### src/rtl/txr_pkg.sv
package txr_pkg;

    localparam int WORD_W = 16;
    localparam int TDR_W  = 10;
    localparam int HADR_W = 8;

    // descriptor word offsets
    localparam int OFF_LADR = 0;
    localparam int OFF_STAT = 1;
    localparam int OFF_CNT  = 2;
    localparam int OFF_ERR  = 3;

    // status word bits
    localparam int SB_OWN  = 15;
    localparam int SB_ERR  = 14;
    localparam int SB_MORE = 13;
    localparam int SB_ONE  = 12;
    localparam int SB_STP  = 9;
    localparam int SB_ENP  = 8;

    // error word bits
    localparam int EB_BUFF = 15;
    localparam int EB_UFLO = 14;
    localparam int EB_LCOL = 12;
    localparam int EB_LCAR = 11;
    localparam int EB_RTRY = 10;

    typedef enum logic [3:0] {
        ST_IDLE,
        ST_FETCH_STAT,
        ST_FETCH_ADDR,
        ST_FETCH_CNT,
        ST_CLEAR_ERR,
        ST_FETCH_DATA,
        ST_SEND,
        ST_WAIT_MAC,
        ST_STORE_ERR,
        ST_STORE_STAT
    } txr_state_e;

endpackage

### src/rtl/txr_ring_index.sv
module txr_ring_index #(
    parameter int ADDR_W   = 24,
    parameter int MAX_LOG2 = 7
) (
    input  logic                          clk,
    input  logic                          rst_n,
    input  logic                          advance,
    input  logic [$clog2(MAX_LOG2+1)-1:0] ring_log2,
    input  logic [ADDR_W-1:0]             ring_base,
    output logic [ADDR_W-1:0]             desc_addr
);
    localparam int LOG_W = $clog2(MAX_LOG2 + 1);

    logic [MAX_LOG2-1:0] idx_q;
    logic [MAX_LOG2-1:0] wrap_mask;
    logic [LOG_W-1:0]    eff_log2;

    always_comb begin
        eff_log2  = (int'(ring_log2) > MAX_LOG2) ? LOG_W'(MAX_LOG2) : ring_log2;
        wrap_mask = (MAX_LOG2'(1) << eff_log2) - MAX_LOG2'(1);
    end

    always_ff @(posedge clk) begin
        if (!rst_n) begin
            idx_q <= '0;
        end else if (advance) begin
            idx_q <= (idx_q + MAX_LOG2'(1)) & wrap_mask;
        end
    end

    assign desc_addr = ring_base + (ADDR_W'(idx_q) << 2);

    AST_IDX_STEP: assert property (@(posedge clk) disable iff (!rst_n)
        advance |=> (idx_q == '0) || (idx_q == $past(idx_q) + MAX_LOG2'(1)));

endmodule

### src/rtl/txr_poll_timer.sv
module txr_poll_timer #(
    parameter int POLL_CYCLES = 1024
) (
    input  logic clk,
    input  logic rst_n,
    input  logic run,
    output logic due
);
    localparam int CW = $clog2(POLL_CYCLES + 1);

    logic [CW-1:0] cnt_q;

    assign due = run && (cnt_q == CW'(POLL_CYCLES - 1));

    always_ff @(posedge clk) begin
        if (!rst_n) begin
            cnt_q <= '0;
        end else if (!run || due) begin
            cnt_q <= '0;
        end else begin
            cnt_q <= cnt_q + CW'(1);
        end
    end

    AST_POLL_BOUND: assert property (@(posedge clk) disable iff (!rst_n)
        int'(cnt_q) < POLL_CYCLES);

endmodule

### src/rtl/txr_stall_watch.sv
module txr_stall_watch #(
    parameter int STALL_LIMIT = 256
) (
    input  logic clk,
    input  logic rst_n,
    input  logic stalled,
    output logic hit
);
    localparam int CW = $clog2(STALL_LIMIT + 1);

    logic [CW-1:0] cnt_q;

    assign hit = stalled && (cnt_q == CW'(STALL_LIMIT - 1));

    always_ff @(posedge clk) begin
        if (!rst_n) begin
            cnt_q <= '0;
        end else if (!stalled || hit) begin
            cnt_q <= '0;
        end else begin
            cnt_q <= cnt_q + CW'(1);
        end
    end

    AST_STALL_BOUND: assert property (@(posedge clk) disable iff (!rst_n)
        int'(cnt_q) < STALL_LIMIT);

endmodule

### src/rtl/txr_engine_fsm.sv
module txr_engine_fsm
    import txr_pkg::*;
#(
    parameter int ADDR_W = 24,
    parameter int LEN_W  = 12
) (
    input  logic              clk,
    input  logic              rst_n,
    input  logic              demand,
    input  logic              poll_due,
    input  logic [ADDR_W-1:0] desc_addr,
    input  logic              stall_hit,
    output logic              in_idle,
    output logic              advance,
    output logic              mem_req,
    output logic              mem_we,
    output logic [ADDR_W-1:0] mem_addr,
    output logic [WORD_W-1:0] mem_wdata,
    input  logic [WORD_W-1:0] mem_rdata,
    input  logic              mem_ack,
    output logic [7:0]        tx_data,
    output logic              tx_valid,
    output logic              tx_last,
    input  logic              tx_ready,
    input  logic              mac_status_vld,
    input  logic              mac_one_coll,
    input  logic              mac_multi_coll,
    input  logic              mac_late_coll,
    input  logic              mac_lost_carrier,
    input  logic              mac_retry_fail,
    input  logic [TDR_W-1:0]  mac_tdr,
    output logic              tx_irq
);
    txr_state_e state_q, state_d;

    logic [WORD_W-1:0] stat_q;
    logic [WORD_W-1:0] ladr_q;
    logic [LEN_W-1:0]  len_q;
    logic [LEN_W-1:0]  sent_q;
    logic [WORD_W-1:0] word_q;
    logic [WORD_W-1:0] err_q;
    logic              one_q;
    logic              more_q;

    logic              frame_ok;
    logic              at_last;
    logic              err_any;
    logic [ADDR_W-1:0] buf_addr;
    logic [WORD_W-1:0] stat_out;

    assign frame_ok = stat_q[SB_STP] && stat_q[SB_ENP] && (len_q != '0);
    assign at_last  = (sent_q == len_q - LEN_W'(1));
    assign err_any  = err_q[EB_BUFF] | err_q[EB_UFLO] | err_q[EB_LCOL]
                    | err_q[EB_LCAR] | err_q[EB_RTRY];
    assign buf_addr = ADDR_W'({stat_q[HADR_W-1:0], ladr_q}) + ADDR_W'(sent_q >> 1);
    assign stat_out = {1'b0, err_any, more_q, one_q, stat_q[11:0]};

    // state register
    always_ff @(posedge clk) begin
        if (!rst_n) begin
            state_q <= ST_IDLE;
        end else begin
            state_q <= state_d;
        end
    end

    // transitions
    always_comb begin
        state_d = state_q;
        unique case (state_q)
            ST_IDLE:       if (demand || poll_due) state_d = ST_FETCH_STAT;
            ST_FETCH_STAT: if (mem_ack) state_d = mem_rdata[SB_OWN] ? ST_FETCH_ADDR : ST_IDLE;
            ST_FETCH_ADDR: if (mem_ack) state_d = ST_FETCH_CNT;
            ST_FETCH_CNT:  if (mem_ack) state_d = ST_CLEAR_ERR;
            ST_CLEAR_ERR:  if (mem_ack) state_d = frame_ok ? ST_FETCH_DATA : ST_STORE_ERR;
            ST_FETCH_DATA: if (mem_ack) state_d = ST_SEND;
            ST_SEND: begin
                if (tx_ready) begin
                    if (at_last)        state_d = ST_WAIT_MAC;
                    else if (sent_q[0]) state_d = ST_FETCH_DATA;
                    else                state_d = ST_SEND;
                end else if (stall_hit) begin
                    state_d = ST_STORE_ERR;
                end
            end
            ST_WAIT_MAC:   if (mac_status_vld) state_d = ST_STORE_ERR;
            ST_STORE_ERR:  if (mem_ack) state_d = ST_STORE_STAT;
            ST_STORE_STAT: if (mem_ack) state_d = ST_FETCH_STAT;
            default:       state_d = ST_IDLE;
        endcase
    end

    // captured descriptor fields and outcome flags
    always_ff @(posedge clk) begin
        if (!rst_n) begin
            stat_q <= '0;
            ladr_q <= '0;
            len_q  <= '0;
            sent_q <= '0;
            word_q <= '0;
            err_q  <= '0;
            one_q  <= 1'b0;
            more_q <= 1'b0;
        end else begin
            case (state_q)
                ST_FETCH_STAT: if (mem_ack) stat_q <= mem_rdata;
                ST_FETCH_ADDR: if (mem_ack) ladr_q <= mem_rdata;
                ST_FETCH_CNT: begin
                    if (mem_ack) begin
                        len_q  <= LEN_W'(0) - mem_rdata[LEN_W-1:0];
                        sent_q <= '0;
                        err_q  <= '0;
                        one_q  <= 1'b0;
                        more_q <= 1'b0;
                    end
                end
                ST_CLEAR_ERR: if (mem_ack && !frame_ok) err_q[EB_BUFF] <= 1'b1;
                ST_FETCH_DATA: if (mem_ack) word_q <= mem_rdata;
                ST_SEND: begin
                    if (tx_ready) begin
                        sent_q <= sent_q + LEN_W'(1);
                    end else if (stall_hit) begin
                        err_q[EB_UFLO] <= 1'b1;
                    end
                end
                ST_WAIT_MAC: begin
                    if (mac_status_vld) begin
                        err_q[EB_LCOL]    <= mac_late_coll;
                        err_q[EB_LCAR]    <= mac_lost_carrier;
                        err_q[EB_RTRY]    <= mac_retry_fail;
                        err_q[TDR_W-1:0]  <= mac_tdr;
                        one_q             <= mac_one_coll;
                        more_q            <= mac_multi_coll;
                    end
                end
                default: ;
            endcase
        end
    end

    // outputs
    always_comb begin
        mem_req   = 1'b0;
        mem_we    = 1'b0;
        mem_addr  = '0;
        mem_wdata = '0;
        tx_valid  = 1'b0;
        tx_last   = 1'b0;
        tx_data   = sent_q[0] ? word_q[15:8] : word_q[7:0];
        unique case (state_q)
            ST_FETCH_STAT: begin
                mem_req  = 1'b1;
                mem_addr = desc_addr + ADDR_W'(OFF_STAT);
            end
            ST_FETCH_ADDR: begin
                mem_req  = 1'b1;
                mem_addr = desc_addr + ADDR_W'(OFF_LADR);
            end
            ST_FETCH_CNT: begin
                mem_req  = 1'b1;
                mem_addr = desc_addr + ADDR_W'(OFF_CNT);
            end
            ST_CLEAR_ERR: begin
                mem_req  = 1'b1;
                mem_we   = 1'b1;
                mem_addr = desc_addr + ADDR_W'(OFF_ERR);
            end
            ST_FETCH_DATA: begin
                mem_req  = 1'b1;
                mem_addr = buf_addr;
            end
            ST_SEND: begin
                tx_valid = 1'b1;
                tx_last  = at_last;
            end
            ST_STORE_ERR: begin
                mem_req   = 1'b1;
                mem_we    = 1'b1;
                mem_addr  = desc_addr + ADDR_W'(OFF_ERR);
                mem_wdata = err_q;
            end
            ST_STORE_STAT: begin
                mem_req   = 1'b1;
                mem_we    = 1'b1;
                mem_addr  = desc_addr + ADDR_W'(OFF_STAT);
                mem_wdata = stat_out;
            end
            default: ;
        endcase
    end

    assign in_idle = (state_q == ST_IDLE);
    assign advance = (state_q == ST_STORE_STAT) && mem_ack;
    assign tx_irq  = advance;

    AST_VALID_HOLD: assert property (@(posedge clk) disable iff (!rst_n)
        (tx_valid && !tx_ready && !stall_hit) |=> (tx_valid && $stable(tx_data)));
    AST_REQ_HOLD: assert property (@(posedge clk) disable iff (!rst_n)
        (mem_req && !mem_ack) |=> (mem_req && $stable(mem_addr) && $stable(mem_we)));
    AST_IRQ_SINGLE: assert property (@(posedge clk) disable iff (!rst_n)
        tx_irq |=> !tx_irq);
    AST_OWN_RELEASED: assert property (@(posedge clk) disable iff (!rst_n)
        tx_irq |-> (mem_we && !mem_wdata[SB_OWN]));
    AST_NO_STREAM_IDLE: assert property (@(posedge clk) disable iff (!rst_n)
        in_idle |-> (!tx_valid && !mem_req));

endmodule

### src/rtl/tx_ring_engine.sv
module tx_ring_engine
    import txr_pkg::*;
#(
    parameter int ADDR_W      = 24,
    parameter int MAX_LOG2    = 7,
    parameter int LEN_W       = 12,
    parameter int POLL_CYCLES = 1024,
    parameter int STALL_LIMIT = 256
) (
    input  logic                          clk,
    input  logic                          rst_n,
    input  logic [ADDR_W-1:0]             ring_base,
    input  logic [$clog2(MAX_LOG2+1)-1:0] ring_log2,
    input  logic                          tx_demand,
    output logic                          mem_req,
    output logic                          mem_we,
    output logic [ADDR_W-1:0]             mem_addr,
    output logic [15:0]                   mem_wdata,
    input  logic [15:0]                   mem_rdata,
    input  logic                          mem_ack,
    output logic [7:0]                    tx_data,
    output logic                          tx_valid,
    output logic                          tx_last,
    input  logic                          tx_ready,
    input  logic                          mac_status_vld,
    input  logic                          mac_one_coll,
    input  logic                          mac_multi_coll,
    input  logic                          mac_late_coll,
    input  logic                          mac_lost_carrier,
    input  logic                          mac_retry_fail,
    input  logic [9:0]                    mac_tdr,
    output logic                          tx_irq
);
    logic [ADDR_W-1:0] desc_addr;
    logic              advance;
    logic              in_idle;
    logic              poll_due;
    logic              stall_hit;
    logic              stalled;

    assign stalled = tx_valid && !tx_ready;

    txr_ring_index #(.ADDR_W(ADDR_W), .MAX_LOG2(MAX_LOG2)) u_index (
        .clk       (clk),
        .rst_n     (rst_n),
        .advance   (advance),
        .ring_log2 (ring_log2),
        .ring_base (ring_base),
        .desc_addr (desc_addr)
    );

    txr_poll_timer #(.POLL_CYCLES(POLL_CYCLES)) u_poll (
        .clk   (clk),
        .rst_n (rst_n),
        .run   (in_idle),
        .due   (poll_due)
    );

    txr_stall_watch #(.STALL_LIMIT(STALL_LIMIT)) u_stall (
        .clk     (clk),
        .rst_n   (rst_n),
        .stalled (stalled),
        .hit     (stall_hit)
    );

    txr_engine_fsm #(.ADDR_W(ADDR_W), .LEN_W(LEN_W)) u_fsm (
        .clk              (clk),
        .rst_n            (rst_n),
        .demand           (tx_demand),
        .poll_due         (poll_due),
        .desc_addr        (desc_addr),
        .stall_hit        (stall_hit),
        .in_idle          (in_idle),
        .advance          (advance),
        .mem_req          (mem_req),
        .mem_we           (mem_we),
        .mem_addr         (mem_addr),
        .mem_wdata        (mem_wdata),
        .mem_rdata        (mem_rdata),
        .mem_ack          (mem_ack),
        .tx_data          (tx_data),
        .tx_valid         (tx_valid),
        .tx_last          (tx_last),
        .tx_ready         (tx_ready),
        .mac_status_vld   (mac_status_vld),
        .mac_one_coll     (mac_one_coll),
        .mac_multi_coll   (mac_multi_coll),
        .mac_late_coll    (mac_late_coll),
        .mac_lost_carrier (mac_lost_carrier),
        .mac_retry_fail   (mac_retry_fail),
        .mac_tdr          (mac_tdr),
        .tx_irq           (tx_irq)
    );

    AST_RESET_QUIET: assert property (@(posedge clk)
        $rose(rst_n) |-> (!tx_valid && !tx_irq && !mem_req));

endmodule

### config.mk
export PLATFORM = sky130hd
export DESIGN_NAME = tx_ring_engine
export DESIGN_NICKNAME = d
export VERILOG_FILES = /design/src/rtl/txr_pkg.sv /design/src/rtl/txr_ring_index.sv /design/src/rtl/txr_poll_timer.sv /design/src/rtl/txr_stall_watch.sv /design/src/rtl/txr_engine_fsm.sv /design/src/rtl/tx_ring_engine.sv
export SDC_FILE = /design/constraint.sdc
export NUM_CORES = 1
export LEC_CHECK = 0
export BUFFER_PORTS_ARGS = -buffer_cell sky130_fd_sc_hd__buf_2
export CORE_ASPECT_RATIO = 0.5
export CORE_MARGIN = 5
export CORE_UTILIZATION = 50
export CTS_CLUSTER_DIAMETER = 40
export DETAILED_ROUTE_END_ITERATION = 12
export GPL_TIMING_DRIVEN = 1
export HOLD_SLACK_MARGIN = 0.05
export PLACE_DENSITY = 0.74
export SLEW_MARGIN = 20
export SYNTH_ARGS = -nofsm -noshare
export SYNTH_HDL_FRONTEND = slang
export SYNTH_SLANG_ARGS = --single-unit
export TNS_END_PERCENT = 20
### constraint.sdc
create_clock -name clk -period 2.85 [get_ports clk]
set_input_delay 0.1425 -clock clk [delete_from_list [all_inputs] [get_ports clk]]
set_output_delay 0.1425 -clock clk [all_outputs]
set_load 0.05 [all_outputs]
== Word level (Yosys, flattened, before mapping) ==
Index checks and enable logic that the tools add are counted.
W data, S select, Z words.

* Memory bits (read-only): 0
* Memories: 0
* Bits in latches: 0
* Bits in registers: 116
* Bits in writable memories: 0
* Output and inout port bits: 53

* Divide/modulo/power cells: 0
* Equality and inequality tests: 26
* Order comparisons: 0
* Reductions and logical operators: 34
* Multiply operators: 0
* Add/sub/neg operators: 12
* Shift-type cells: 1
* Bitwise operators: 6
* Mux-type cells: 39

{| class="wikitable"
|+ Operator list
! operator !! count
|-
| $pmux W24 S5 || 1
|-
| $mux W4 || 13
|-
| $add A24 B2 Y24 const B || 2
|-
| $pmux W4 S10 || 1
|-
| $pmux W16 S2 || 1
|-
| $pmux W13 S2 || 1
|-
| $add A24 B1 Y24 const B || 1
|-
| $add A24 B11 Y24 || 1
|-
| $add A24 B9 Y24 || 1
|-
| $mux W12 || 2
|-
| $pmux W12 S2 || 1
|-
| $ne A2 B2 Y1 const B || 11
|-
| $eq A4 B3 Y1 const B || 4
|-
| $mux W16 || 1
|-
| $mux W13 || 1
|-
| $add A12 B1 Y12 const B || 1
|-
| $eq A12 B12 Y1 || 1
|-
| $reduce_bool A12 Y1 || 1
|-
| $sub A1 B12 Y12 const A || 1
|-
| $sub A12 B1 Y12 const B || 1
|-
| $add A11 B1 Y11 const B || 1
|-
| $eq A11 B10 Y1 const B || 1
|-
| $mux W1 || 10
|-
| $reduce_and A10 Y1 || 1
|-
| other kinds (27) || 58
|}

== Longest topological paths before layout ==
Gate-level depths: netlist (run 1).

* Word-level depth: 7
* Depth in mapped cells: 12
* Depth with buffers taken out: 11

== By module ==
Synthesis (run 1) repeated with hierarchy kept, for this count alone.

* Cell total of the unflattened synthesis: 1109
* Area, all modules: 8660.8 um^2

{| class="wikitable"
|+ By module, submodules not included
! module !! times used !! cells each !! area each (um^2) !! sequential area each (um^2)
|-
| txr_engine_fsm || 1 || 900 || 6837.8 || 1781.7
|-
| txr_ring_index || 1 || 117 || 949.7 || 140.1
|-
| txr_poll_timer || 1 || 50 || 498.0 || 220.2
|-
| txr_stall_watch || 1 || 41 || 361.6 || 180.2
|-
| tx_ring_engine || 1 || 1 || 13.8 || 0.0
|}

== Least setup slack after synthesis (run 1) ==
No wires, ideal clock.

* Path kind: flip-flop to output port
* Start: register u_fsm.state_q[0]
* End: output mem_addr[9]
* Arrival time: 3.746 ns
* Setup slack: -1.039 ns
* Cell stages (with the launch flop): 11
* Cells stage by stage: dfxtp_1 > buf_2 > nor2b_1 > nand2b_1 > ha_1 > a21oi_1 > nor2b_1 > nand3_1 > o22ai_1 > nand2_1 > o311ai_0

* Longest elaborated chain between the ends: 3
* Elaborated cells on any way between the ends: 10

{| class="wikitable"
|+ Ends and longest elaborated chain
! item !! line !! RTL
|-
| from (decl) || txr_engine_fsm.sv:34 || <nowiki>txr_state_e state_q, state_d;</nowiki>
|-
| from (signal assigned) || txr_engine_fsm.sv:63 || <nowiki>state_q <= state_d;</nowiki>
|-
| $eq A4 B1 Y1, or another cell as far along || txr_engine_fsm.sv:150 || <nowiki>unique case (state_q)</nowiki>
|-
| $reduce_or A2 Y1 (no source line) || n/a ||
|-
| $pmux W24 S5 * || txr_engine_fsm.sv:150 ||
|-
| to (decl) || tx_ring_engine.sv:17 || <nowiki>output logic [ADDR_W-1:0] mem_addr,</nowiki>
|}

Every way passes the cells marked *; elsewhere a longest branch is shown, timed or not.

== Final worst setup path (run 1) ==
* Start: register u_index.idx_q[0]
* End: output mem_addr[20]

* Longest elaborated chain between the ends: 3
* Elaborated cells on any way between the ends: 5

{| class="wikitable"
|+ Ends and longest elaborated chain
! item !! line !! RTL
|-
| from (decl) || txr_ring_index.sv:14 || <nowiki>logic [MAX_LOG2-1:0] idx_q;</nowiki>
|-
| from (signal assigned) || txr_ring_index.sv:27 || <nowiki>idx_q <= (idx_q + MAX_LOG2'(1)) & wrap_mask;</nowiki>
|-
| $add A24 B9 Y24 * || txr_ring_index.sv:31 || <nowiki>assign desc_addr = ring_base + (ADDR_W'(idx_q) << 2);</nowiki>
|-
| $add A24 B1 Y24, or another cell as far along || txr_engine_fsm.sv:153, txr_engine_fsm.sv:185 ||
|-
| $pmux W24 S5 * || txr_engine_fsm.sv:150 ||
|}

Marked as above.

==> results of run 1 <==
metrics by stage:
step                setup slack [ps]  instance area, sq um  hold WS [ps]  instances
floorplan                       -428                  8320           278       1076
global placement                -252                  9870           403       1484
detailed placement              -332                  9870           409       1484
CTS                             -659                 11000          55.2       1548
global route                    -755                 11200          73.9       1551
finish                          -645                 11200          67.3       1551
registers in the layout, indices dropped and copies added, names as in the netlist:
register and flops:
u_fsm.err_q 15, u_fsm.ladr_q 16, u_fsm.len_q 12, u_fsm.more_q 1, u_fsm.one_q 1, u_fsm.sent_q 12, u_fsm.stat_q 12, u_fsm.state_q 4
u_fsm.word_q 16, u_index.idx_q 7, u_poll.cnt_q 11, u_stall.cnt_q 9
repair_timing:
item | 4_1_cts | 5_1_grt
resized for setup | 53 | 28
pin swaps | 17 | 20
endpoints found under the setup margin | 20 | 20
endpoints found under the hold margin | 39 | 0
buffers inserted | 4 | 4
cloned | 0 | 0
hold buffers | 28 | 0
worst min-delay path, stage by stage:
cell	delay [ps]
sky130_fd_sc_hd__buf_2	140
sky130_fd_sc_hd__nand2_1	80
sky130_fd_sc_hd__a211oi_1	80
cells by family (layout without fill, tap and decap cells):
logic type / Yosys count / count (layout) / synth area share (%)
AOI/OAI and AO/OA: 256 / 256 / 22.0
xor gates and xnor gates: 98 / 98 / 10.5
adders and majority gates: 31 / 31 / 4.96
buffers and inverters: 75 / 323 / 3.52
DFF: 116 / 116 / 28.0
muxes: 26 / 26 / 3.28
and+or+nand+nor: 474 / 474 / 27.7
cells in the mapped netlist, types with 20 or more instances:
library cell | count | area (sq um)
sky130_fd_sc_hd__and3_1 | 24 | 150
sky130_fd_sc_hd__clkbuf_1 | 44 | 165
sky130_fd_sc_hd__nand3_1 | 61 | 305
sky130_fd_sc_hd__xnor2_1 | 37 | 324
sky130_fd_sc_hd__nand2_1 | 179 | 672
sky130_fd_sc_hd__inv_1 | 24 | 90.1
sky130_fd_sc_hd__nor2_1 | 86 | 323
sky130_fd_sc_hd__o21ai_0 | 35 | 175
sky130_fd_sc_hd__dfxtp_1 | 116 | 2320
sky130_fd_sc_hd__ha_1 | 28 | 350
sky130_fd_sc_hd__xor2_1 | 59 | 517
sky130_fd_sc_hd__a21oi_1 | 96 | 480
sky130_fd_sc_hd__nand4_1 | 20 | 125
cells in the final DEF (no fill, tap or decap), drive strengths merged, types with 20 or more instances in the layout:
cell type	n
a21oi	97
and3	24
buf	238
dfxtp	116
dlygate4sd3	28
ha	28
inv	35
nand2	179
nand3	62
nand4	20
nor2	86
nor3	20
o21ai	40
xnor2	39
xor2	59
power groups by stage:
stage	Combinational [mW]	Clock, mW	Sequential (mW)
after global placement	2.71	0	1.83
after global routing	3.16	2.33	1.82
after floorplan	1.92	0	1.81
after detailed placement	2.73	0	1.84
after CTS	2.91	2.26	1.81
final	3.00	2.25	1.81
area by class of cell:
type                            instances  area, sq um  area share [%]
Clock buffer                           17          425            3.81
Clock inverter                         15          188            1.68
Multi-Input combinational cell        885         5990            53.6
Inverter                               25         93.8           0.840
Sequential cell                       116         2320            20.8
Tap cell                              227          284            2.54
Timing Repair Buffer                  266         1860            16.7
routing by layer:
| metal | GRT usage, % | up-vias | routed length (microns) |
|---|---|---|---|
| li1 | - | 4336 | - |
| met1 | 40.4 | 4317 | 12700 |
| met2 | 46.8 | 458 | 13200 |
| met3 | 5.99 | 64 | 2620 |
| met4 | 7.83 | 0 | 533 |
| met5 | 0 | - | 0 |
worst paths after layout:
check | end | depth (start not counted)
max | mem_addr[20] | 13
min | u_index.idx_q[5]$_SDFFE_PN0P_ | 3
max reg2reg | u_fsm.err_q[2]$_SDFFE_PN0P_ | 8
min reg2reg | u_poll.cnt_q[10]$_SDFF_PP0_ | 2
==> results.md, run 1 <==
- Internal power comes to between 4 and 5 mW.
- The via count is a little over 9k.
- The clock reaches the later pin of the worst-skew pair after approximately 430 ps.
- The cell area after synthesis is roughly 8300 sq um.
- The startpoint identified for the worst register-to-register timing path is u_fsm.state_q[2]$_SDFFE_PN0P_.
- TritonCTS built the clock tree.
- The worst-case IR drop observed on VDD is 513 uV.
- The remaining routing DRC violations is 0.
- The first TritonRoute pass finished after 6 iterations.
- The worst endpoint required time is around 2700 ps.
- The total power after layout is just over 7 mW.
- The worst setup path is launched from a register.
- The area growth from synthesis to layout is 34.8%.
- After routing, the total negative slack on setup checks comes to -9510 ps.
- The flow ran to the end, but the final reports show violations.
- The actual slew at the worst max-slew pin is roughly 800 ps.
- The largest individual stage delay along the critical path comes from the cell sky130_fd_sc_hd__fa_2.
- The routed via count divided by cell count is around 6.
- The final reports fail on negative setup slack.
- The synthesized instance count is between 1k and 1.5k.
- Once detail routing completed, the nets flagged for antenna violations numbered 0.
- The signal on the critical path passes through ha_4 > fa_2 > a211oi_4 > buf_4 > buf_4 > nor4b_4 > a311o_1 > and4b_2 > nand3_1 > nor4b_2 > xnor2_1 > o211ai_1 > buf_4.
- The critical path starts at u_index.idx_q[0]$_SDFFE_PN0P_.
- Counting every net in the synthesized netlist gives ~1.2k.
- For this run, the leading register cell type out of synthesis is sky130_fd_sc_hd__dfxtp_1.
- Across the run, the number of max-cap violations was 0.
- The first-pass GRT wire length is about 45000 microns.
- The switching power as a share of total power is about 42%.
- The number of buffers added on ports is approximately 120.
- The level count of the clock H-tree is 4.
- Yosys mapped the design onto a little under 90 distinct sky130hd cell types.
- In the final routed layout, each cell accounts on average for 18.8 microns.
- The final setup violation count is 19.
- The total power per unit cell area is 633 nW/um^2.
- The hold path startpoint is ring_log2[1].
- The count of final max-slew check failures is 0.
- The post-layout net count is 1406.
- The worst setup path is of the reg2out kind.
- The final routed wirelength across all metal layers is between 20000 and 30000 microns.
- The total of warnings raised by yosys is 0.
- Data on the critical path arrives at its endpoint at approximately 3400 ps.
- The clock sink count is 116.
- The number of DRC markers in iteration 0 is a little under 1k.
- Combinational cells account for 42.5% of the total power.
- In this run the vertical extent of the chip is between 100 and 150 microns.
- The average size of a mapped cell is between 7 and 8 sq um.
- The width of the chip is around 190 microns.
- The worst hold path belongs to the class in2reg.
- Setup repair after global routing could not meet its margin everywhere.
- After synthesis the netlist holds a flip-flop and latch count of ~120.
- Counting the buffers created by CTS gives 17.
- Of the synthesized area, sequential elements account for between 20% and 30%.
- The number of hold-slack violations in the final timing report is 0.
- The post-route netlist has a little over a quarter of its cells at a drive strength greater than 1.
- The largest driver fanout on the critical path is 5.
- The cell sitting at the root of the clock tree is a sky130_fd_sc_hd__clkbuf_16.
- Pin placement for this block handled 117 I/O pins.
- The die covers between 15000 and 20000 sq um.
- The number of global-route vias before repair is roughly 8.6k.
- The category of cells accounting for the largest share of critical-path delay is compound AO/OA/AOI/OAI gates.
- In this run the standard cell core region covers approximately 16000 sq um.
- The final worst-path setup slack is -645 ps.
- The number of fill cells is roughly 1.3k.
- For this run the aggregate overflow at the end of global routing stands at 0.
- The number of antenna diodes in the final layout is 0.
- The clock transition at the registers of the reported paths is about 60 ps.
- The routability congestion estimate from global placement is roughly 0.95.
- Dividing the final minimum period by the clock period gives 123%.
- For this run, asynchronously set or reset flops after synthesis account for 0%.
- The setup slack of the most critical reg-to-reg path is 260 ps.
- The number of flops mapped to enable cells by yosys is 0.
- The starting density of the core is 50.8%.
- Between clock sinks in the finished design, the worst skew comes to 5.63 ps.
- In this design, the stage delay of the slowest critical-path cell is about 380 ps.
- By instance count, the cell type seen most on the critical path is sky130_fd_sc_hd__buf_4.
- The initial antenna violation count is 0.
- The HPWL after detailed placement is ~21000 microns.
- The minimum clock period after layout is ~3500 ps.
- The critical path contains buffers and inverters numbering 3 combined.
- The worst-case clock buffer depth is 2.
- The number of placement rows is 33.
- In the global route stage, overall resource usage came out at 29.2%.
- Per report_power, the sequential group accounts for 25.6% of the total.
- The largest net degree at the start of global routing is about 40.
- The kind of end point of the critical path is a primary output.
- The top achievable clock speed is 286 MHz.
- The final standard cell utilization of the core is 68.5%.
- The proportion of power drawn by the clock network is between 30% and 40%.
- The static leakage power is 4.72 nW.
- The net switching power is around 3 mW.
- In this run the tightest slew margin relative to its limit is a little under half.
No activity file was read; power rests on OpenSTA's default activity.
==> inputs of run 2 (changes only) <==
- PLACE_DENSITY: 0.74 -> not set
- PLACE_DENSITY_LB_ADDON: not set -> 0.12
==> run 2 against run 1 <==
- global-route usage down 0.48 points
- utilization unchanged
- non-clock buffer count is the same
- sequential power about the same
- the flow still finishes with violations (negative setup slack)
- die area unchanged
- clock power shrank 7%
- first-iteration DRC count shrank 15%
- combinational power grew 2%
- clock-buffer cell count is 1 higher
- fmax grew 0.30%
- sequential cell count stayed put
- clock skew grew 5.5 ps
- highest routed layer unchanged
==> results.md, run 2 (synthesis gave the netlist of run 1 again) <==
- The flow ran to the end, but the final reports show violations.
- The final reports fail on negative setup slack.
- The fraction of the cycle the final worst path needs came to 122% (-0.37 points).
- The clock latency on the worst-skew pair is 420 ps (about the same).
- The average detailed-routed wire length per instance is 18.1 microns (-3.5%).
- The routed via count divided by cell count came to 5.78 (-2.3%).
- The final setup violation count is 17 (-2).
- The total congestion overflow after global routing is 0 (unchanged).
- The post-placement worst setup slack is -323 ps (+9.12 ps).
- The largest driver fanout on the critical path is 5 (unchanged).
- The worst endpoint required time is 2710 ps (about the same).
- The footprint of the flip-flops and latches is 2320 sq um (unchanged).
- The actual slew at the worst max-slew pin is 757 ps (-62.9 ps).
- The starting density of the core is 50.8% (unchanged).
- The clock transition at the registers of the reported paths is 60 ps (about the same).
- The top achievable clock speed was 287 MHz (+0.30%).
- The library cell appearing most often on the critical path is sky130_fd_sc_hd__buf_4.
- The clock sink count came to 116 (unchanged).
- The fraction of final layout cells sized beyond drive strength 1 is 27.7% (+0.76 points).
- The number of placement rows was 33 (unchanged).
- The I/O pin total is 117 (unchanged).
- The number of hold-slack violations in the final timing report is 0 (unchanged).
- The number of global-route vias before repair is 8534 (-1.2%).
- The delay of the slowest critical-path stage is 390 ps (about the same).
- The width of the chip is 192 microns (unchanged).
- The total of max-cap violations was 0 (unchanged).
- The y dimension of the die was 101 microns (unchanged).
- The signal on the critical path passes through ha_4 > fa_2 > a211o_4 > a21boi_4 > o22ai_2 > a21oi_2 > buf_4 > o211ai_4 > o41a_1 > o21bai_1 > o211ai_1 > buf_4.
- Setup repair after global routing could not meet its margin everywhere.
- The minimum clock period after layout came to 3480 ps (-10.6 ps).
- In the final layout, the registers with the most flip-flops are u_fsm.ladr_q x16, u_fsm.word_q x16, u_fsm.err_q x15.
- The total power after layout is 6.97 mW (-1.4%).
- The first-pass GRT wire length is 44600 microns (-1.1%).
- The cell total after placement is 1485 (+0.067%).
- The number of iterations in the first detailed-routing pass is 5 (-1).
- TritonCTS built the clock tree.
- The initial antenna violation count came to 0 (unchanged).
- The arrival time of the worst setup path is 3340 ps (about the same).
- The detailed-placement wirelength estimate is 21100 microns (+1.2%).
- The number of nets with antenna violations after detailed routing is 0 (unchanged).
- The worst hold slack after final layout is 57.7 ps (-9.59 ps).
- The diode insertion count for antenna repair is 0 (unchanged).
- The final worst-path setup slack is -634 ps (+10.6 ps).
- The static leakage power is 4.73 nW (about the same).
- The post-synthesis to final-layout area growth is 34.8% (unchanged).
- The worst setup path is captured at a primary output.
- The cell with the largest stage delay on the worst path is sky130_fd_sc_hd__a211o_4.
- The routability congestion estimate from global placement is 0.970 (+2.1%).
- The total power per unit cell area was 624 nW/um^2 (-1.4%).
- The total CTS buffers is 17 (unchanged).
- The worst-case clock buffer depth is 2 (unchanged).
- The final routed wirelength across all metal layers is 28100 microns (-3.5%).
- The global-route total usage across every layer was 28.8% (-0.48 points).
- The remaining routing DRC violations is 0 (unchanged).
- The top cell types in the final layout, fill and taps aside, are sky130_fd_sc_hd__nand2_1, sky130_fd_sc_hd__buf_4, sky130_fd_sc_hd__dfxtp_1, sky130_fd_sc_hd__buf_2, sky130_fd_sc_hd__a21oi_1.
- The number of fill cells is 1342 (+6.2%).
- The category of cells accounting for the largest share of critical-path delay is compound AO/OA/AOI/OAI gates.
- The largest net degree at the start of global routing came to 31 (-24%).
- The library cell used most frequently in the layout, excluding fill and tap cells, is sky130_fd_sc_hd__nand2_1.
- The multi-input combinational cell area is 6040 sq um (+0.86%).
- The number of buffers and inverters on the critical path is 2 (-1).
- The tightest min-delay check is of the in2reg type.
- The root buffer cell is sky130_fd_sc_hd__clkbuf_16.
- The final setup skew came to 11.2 ps (+5.53 ps).
- The sort of element at the start of the critical path is a register.
- The number of standard cells in the layout, taps in and fillers out is 1551 (unchanged).
- The type of the worst setup path is reg2out.
- The core area was 16300 sq um (unchanged).
- The worst slew slack as a fraction of its limit is 49.4% (+4.1 points).
- The count of final max-slew check failures is 0 (unchanged).
- The number of DRC markers in iteration 0 is 820 (-15%).
- The number of buffers added on ports is 116 (unchanged).
- The floorplan die area is 19400 sq um (unchanged).
- The via count is 8961 (-2.3%).
- The worst ir drop on vdd is 443 uV (-14%).
- The level count of the clock H-tree came to 4 (unchanged).
- The post-layout net count is 1406 (unchanged).
## run 2: cell types whose count changed in the layout (fill, tap and decap cells not counted), sizes merged
cell and change:
dlygate4sd3 -2, buf +2, clkbuf +1, clkinv +3, inv -3, bufinv -1
## run 2: cell type report
cell class                      instances  area share (%)
Multi-Input combinational cell        885            54.1
Sequential cell                       116            20.8
Timing Repair Buffer                  266            16.6
Clock buffer                           18            3.84
Tap cell                              227            2.54
Clock inverter                         14            1.29
Inverter                               25           0.840
## run 2: worst register-to-register path, delay by kind of cell, from the launching register on
family                     cells  cell delay (ps)
AOI/OAI and AO/OA              2              830
adders and majority gates      1              230
DFF                            1              370
muxes                          1              240
and+or+nand+nor                5              610
## run 2: power breakdown
part	leakage, nW	internal (mW)	switching, mW
combinational	3.51	1.06	2.01
clock	0.280	1.23	0.866
sequential	0.937	1.71	0.0909
total	4.73	4.00	2.97
## run 2: repair_timing
item,4_1_cts,5_1_grt
endpoints found under the setup margin,20,20
gates resized for setup,59,32
setup buffers,4,4
pin swaps,14,20
hold buffers,26,0
endpoints found under the hold margin,36,0
## run 2: final timing paths
| check | startpoint | depth (start not counted) | to | slack (ps) |
|---|---|---|---|---|
| max reg2reg | u_poll.cnt_q[0]$_SDFF_PP0_ | 9 | u_fsm.state_q[2]$_SDFFE_PN0P_ | 430 |
| max | u_index.idx_q[0]$_SDFFE_PN0P_ | 12 | mem_addr[19] | -630 |
| min reg2reg | u_poll.cnt_q[10]$_SDFF_PP0_ | 2 | u_poll.cnt_q[10]$_SDFF_PP0_ | 450 |
| min | mem_rdata[6] | 3 | u_fsm.ladr_q[6]$_SDFFE_PN0P_ | 60 |
## run 2: per-layer routing
metal	vias to the layer above	share of wire, %	GRT usage [%]	wire [microns]
met5	-	0	0	0
met4	0	1.6	6.90	455
met3	40	8.0	4.57	2240
met2	380	43	44.4	12100
met1	4208	47	42.2	13300
li1	4333	-	-	-
## run 2: through the flow
step | setup TNS [ps] | area, sq um | util, %
floorplan | -3700 | 8320 | -
global route | -11380 | 11200 | 68.5
CTS | -9530 | 11000 | 67.4
detailed placement | -3710 | 9860 | 60.5
global placement | -2990 | 9860 | 60.5
finish | -8960 | 11200 | 68.5
==> inputs of run 3 (changes only) <==
- CTS_BUF_LIST: not set -> sky130_fd_sc_hd__clkbuf_16
==> run 3 against run 2 <==
- the run still ends with negative setup slack left
- register-to-register slack hardly changed
- via count hardly changed
- non-clock buffer count unchanged
- utilization unchanged
- clock power barely moved
- clock-buffer cell count down 1
- global-route usage is the same
- worst setup slack better by 5.8 ps
- sequential share of layout area did not move
- clock skew about the same
- design area stayed put
- largest power group unchanged
==> results.md, run 3 (synthesis gave the netlist of run 1 again) <==
- The setup slack of the most critical reg-to-reg path is 430 ps (about the same).
- The worst endpoint required time is 2710 ps (about the same).
- The final setup skew is 10.8 ps (-0.397 ps).
- STA classifies the critical path endpoint as a primary output.
- The hold path depth is 3 (unchanged).
- The worst register-to-register path begins at u_poll.cnt_q[0]$_SDFF_PP0_.
- The level count of the clock H-tree is 4 (unchanged).
- The largest net degree at the start of global routing came to 31 (unchanged).
- The post-synthesis to final-layout area growth is 34.8% (unchanged).
- The number of global-route vias before repair is 8534 (unchanged).
- The width of the chip is 192 microns (unchanged).
- The worst-case clock buffer depth came to 2 (unchanged).
- The total CTS buffers is 17 (unchanged).
- The number of nets with antenna violations after detailed routing is 0 (unchanged).
- The number of placement rows is 33 (unchanged).
- The number of DRC markers in iteration 0 is 806 (-1.7%).
- The starting density of the core is 50.8% (unchanged).
- The detailed-placement wirelength estimate is 21100 microns (unchanged).
- The minimum clock period after layout is 3480 ps (-5.77 ps).
- The path class of the tightest hold or removal check is in2reg.
- The I/O pin total is 117 (unchanged).
- TritonCTS built the clock tree.
- The setup path with the least slack is of type reg2out.
- The number of buffers added on ports is 116 (unchanged).
- The total of max-cap violations is 0 (unchanged).
- The signal on the critical path passes through ha_4 > fa_2 > a211o_4 > a21boi_4 > o22ai_2 > a21oi_2 > buf_4 > o211ai_4 > o41a_1 > o21bai_1 > o211ai_1 > buf_4.
- In the layout the commonest cells are sky130_fd_sc_hd__nand2_1, sky130_fd_sc_hd__buf_4, sky130_fd_sc_hd__dfxtp_1, sky130_fd_sc_hd__buf_2, sky130_fd_sc_hd__a21oi_1.
- The final routed wirelength across all metal layers is 28100 microns (+0.12%).
- The routability congestion estimate from global placement was 0.970 (unchanged).
- The number of iterations in the first detailed-routing pass came to 5 (unchanged).
- Setup repair after global routing could not meet its margin everywhere.
- The final worst-path setup slack came to -628 ps (+5.77 ps).
- The hold path startpoint is mem_rdata[6].
- The largest driver fanout on the critical path was 5 (unchanged).
- The arrival time of the worst setup path is 3340 ps (about the same).
- The delay of the slowest critical-path stage is 390 ps (about the same).
- The fraction of the cycle the final worst path needs is 122% (-0.20 points).
- The worst slew slack as a fraction of its limit was 49.4% (about the same).
- The floorplan die area is 19400 sq um (unchanged).
- The count of final max-slew check failures is 0 (unchanged).
- The final total negative setup slack came to -8940 ps (+16.5 ps).
- The worst setup path is launched from a register.
- Leaving out fill and tap cells, the most frequent cell in the layout is sky130_fd_sc_hd__nand2_1.
- The via count is 8964 (+0.033%).
- The global-route total usage across every layer is 28.8% (unchanged).
- The routed via count divided by cell count came to 5.78 (about the same).
- The actual slew at the worst max-slew pin is 757 ps (-0.382 ps).
- The number of hold-slack violations in the final timing report is 0 (unchanged).
- The y dimension of the die is 101 microns (unchanged).
- The final standard cell utilization of the core is 68.5% (unchanged).
- The end of the worst register-to-register path is u_fsm.state_q[2]$_SDFFE_PN0P_.
- The clock sink count is 116 (unchanged).
- The final setup violation count is 17 (unchanged).
- The library cell appearing most often on the critical path is sky130_fd_sc_hd__buf_4.
- The root buffer cell is sky130_fd_sc_hd__clkbuf_16.
- The path with the worst hold slack has its endpoint at u_fsm.ladr_q[6]$_SDFFE_PN0P_.
- The number of cells on the worst reg-to-reg path is 9 (unchanged).
- The largest registers in the layout are u_fsm.ladr_q x16, u_fsm.word_q x16, u_fsm.err_q x15.
- The static leakage power was 4.73 nW (about the same).
- The multi-input combinational cell area came to 6040 sq um (unchanged).
- The core area was 16300 sq um (unchanged).
- The top achievable clock speed is 288 MHz (+0.17%).
- The run finished, with violations left.
- The total power per unit cell area is 624 nW/um^2 (about the same).
- The number of fill cells is 1342 (unchanged).
- The final reports fail on negative setup slack.
- The clock latency on the worst-skew pair is 420 ps (about the same).
- The remaining routing DRC violations is 0 (unchanged).
- The slowest stage of the critical path is the sky130_fd_sc_hd__a211o_4 cell.
- The average detailed-routed wire length per instance is 18.1 microns (+0.12%).
- The fraction of final layout cells sized beyond drive strength 1 is 27.7% (unchanged).
- The worst ir drop on vdd came to 442 uV (about the same).
- The clock transition at the registers of the reported paths is 60 ps (about the same).
- The post-placement worst setup slack is -323 ps (unchanged).
- The first-pass GRT wire length is 44600 microns (unchanged).
- The initial antenna violation count is 0 (unchanged).
- The total congestion overflow after global routing was 0 (unchanged).
- The post-layout net count is 1406 (unchanged).
- The diode insertion count for antenna repair was 0 (unchanged).
- The footprint of the flip-flops and latches was 2320 sq um (unchanged).
-- run 3: area by class of cell --
| class | count | share of cell area [%] |
|---|---|---|
| Clock inverter | 15 | 1.32 |
| Sequential cell | 116 | 20.8 |
| Tap cell | 227 | 2.54 |
| Clock buffer | 17 | 3.81 |
| Multi-Input combinational cell | 885 | 54.1 |
| Inverter | 25 | 0.840 |
| Timing Repair Buffer | 266 | 16.6 |
-- run 3: power by group --
group	internal (mW)	leakage, nW	switching [mW]
Clock	1.22	0.284	0.865
Combinational	1.06	3.51	2.01
Sequential	1.71	0.937	0.0907
Total	4.00	4.73	2.97
-- run 3: worst max-delay path: cells and delay by family (launching register included) --
| kind | cells | cell delay [ps] |
|---|---|---|
| adders and majority gates | 2 | 540 |
| buffers and inverters | 2 | 350 |
| DFF | 1 | 340 |
| AOI/OAI and AO/OA | 8 | 1670 |
-- run 3: through the flow --
stage / cell area [sq um] / power (mW) / cells / hold WS, ps
global route: 11200 / 7.26 / 1551 / 67.1
global placement: 9860 / 4.58 / 1485 / 403
finish: 11200 / 6.96 / 1551 / 59.2
floorplan: 8320 / 3.72 / 1076 / 278
detailed placement: 9860 / 4.60 / 1485 / 405
CTS: 11000 / 6.89 / 1547 / 50.1
-- run 3: layer usage --
layer | up-vias | GRT usage (%) | share of wire (%)
li1 | 4328 | - | -
met1 | 4216 | 42.2 | 47
met2 | 381 | 44.4 | 43
met3 | 39 | 4.57 | 8.0
met4 | 0 | 6.90 | 1.6
met5 | - | 0 | 0
-- run 3: how the worst max path moves through the flow --
stage / from / end / slack (ps) / depth (start not counted)
after global routing: u_index.idx_q[0]$_SDFFE_PN0P_ / mem_addr[19] / -760 / 12
after detailed placement: u_index.idx_q[0]$_SDFFE_PN0P_ / mem_addr[18] / -320 / 11
after CTS: u_index.idx_q[0]$_SDFFE_PN0P_ / mem_addr[20] / -620 / 11
after floorplan: u_index.idx_q[0]$_SDFFE_PN0P_ / mem_addr[20] / -430 / 10
after global placement: u_index.idx_q[0]$_SDFFE_PN0P_ / mem_addr[22] / -250 / 11
final: u_index.idx_q[0]$_SDFFE_PN0P_ / mem_addr[19] / -630 / 12
-- run 3: what timing repair did --
item,in CTS,in global routing
gates resized for setup,59,32
setup buffers,4,4
hold buffers,26,0
setup endpoints to repair,20,20
pin swaps,14,20
endpoints found under the hold margin,36,0
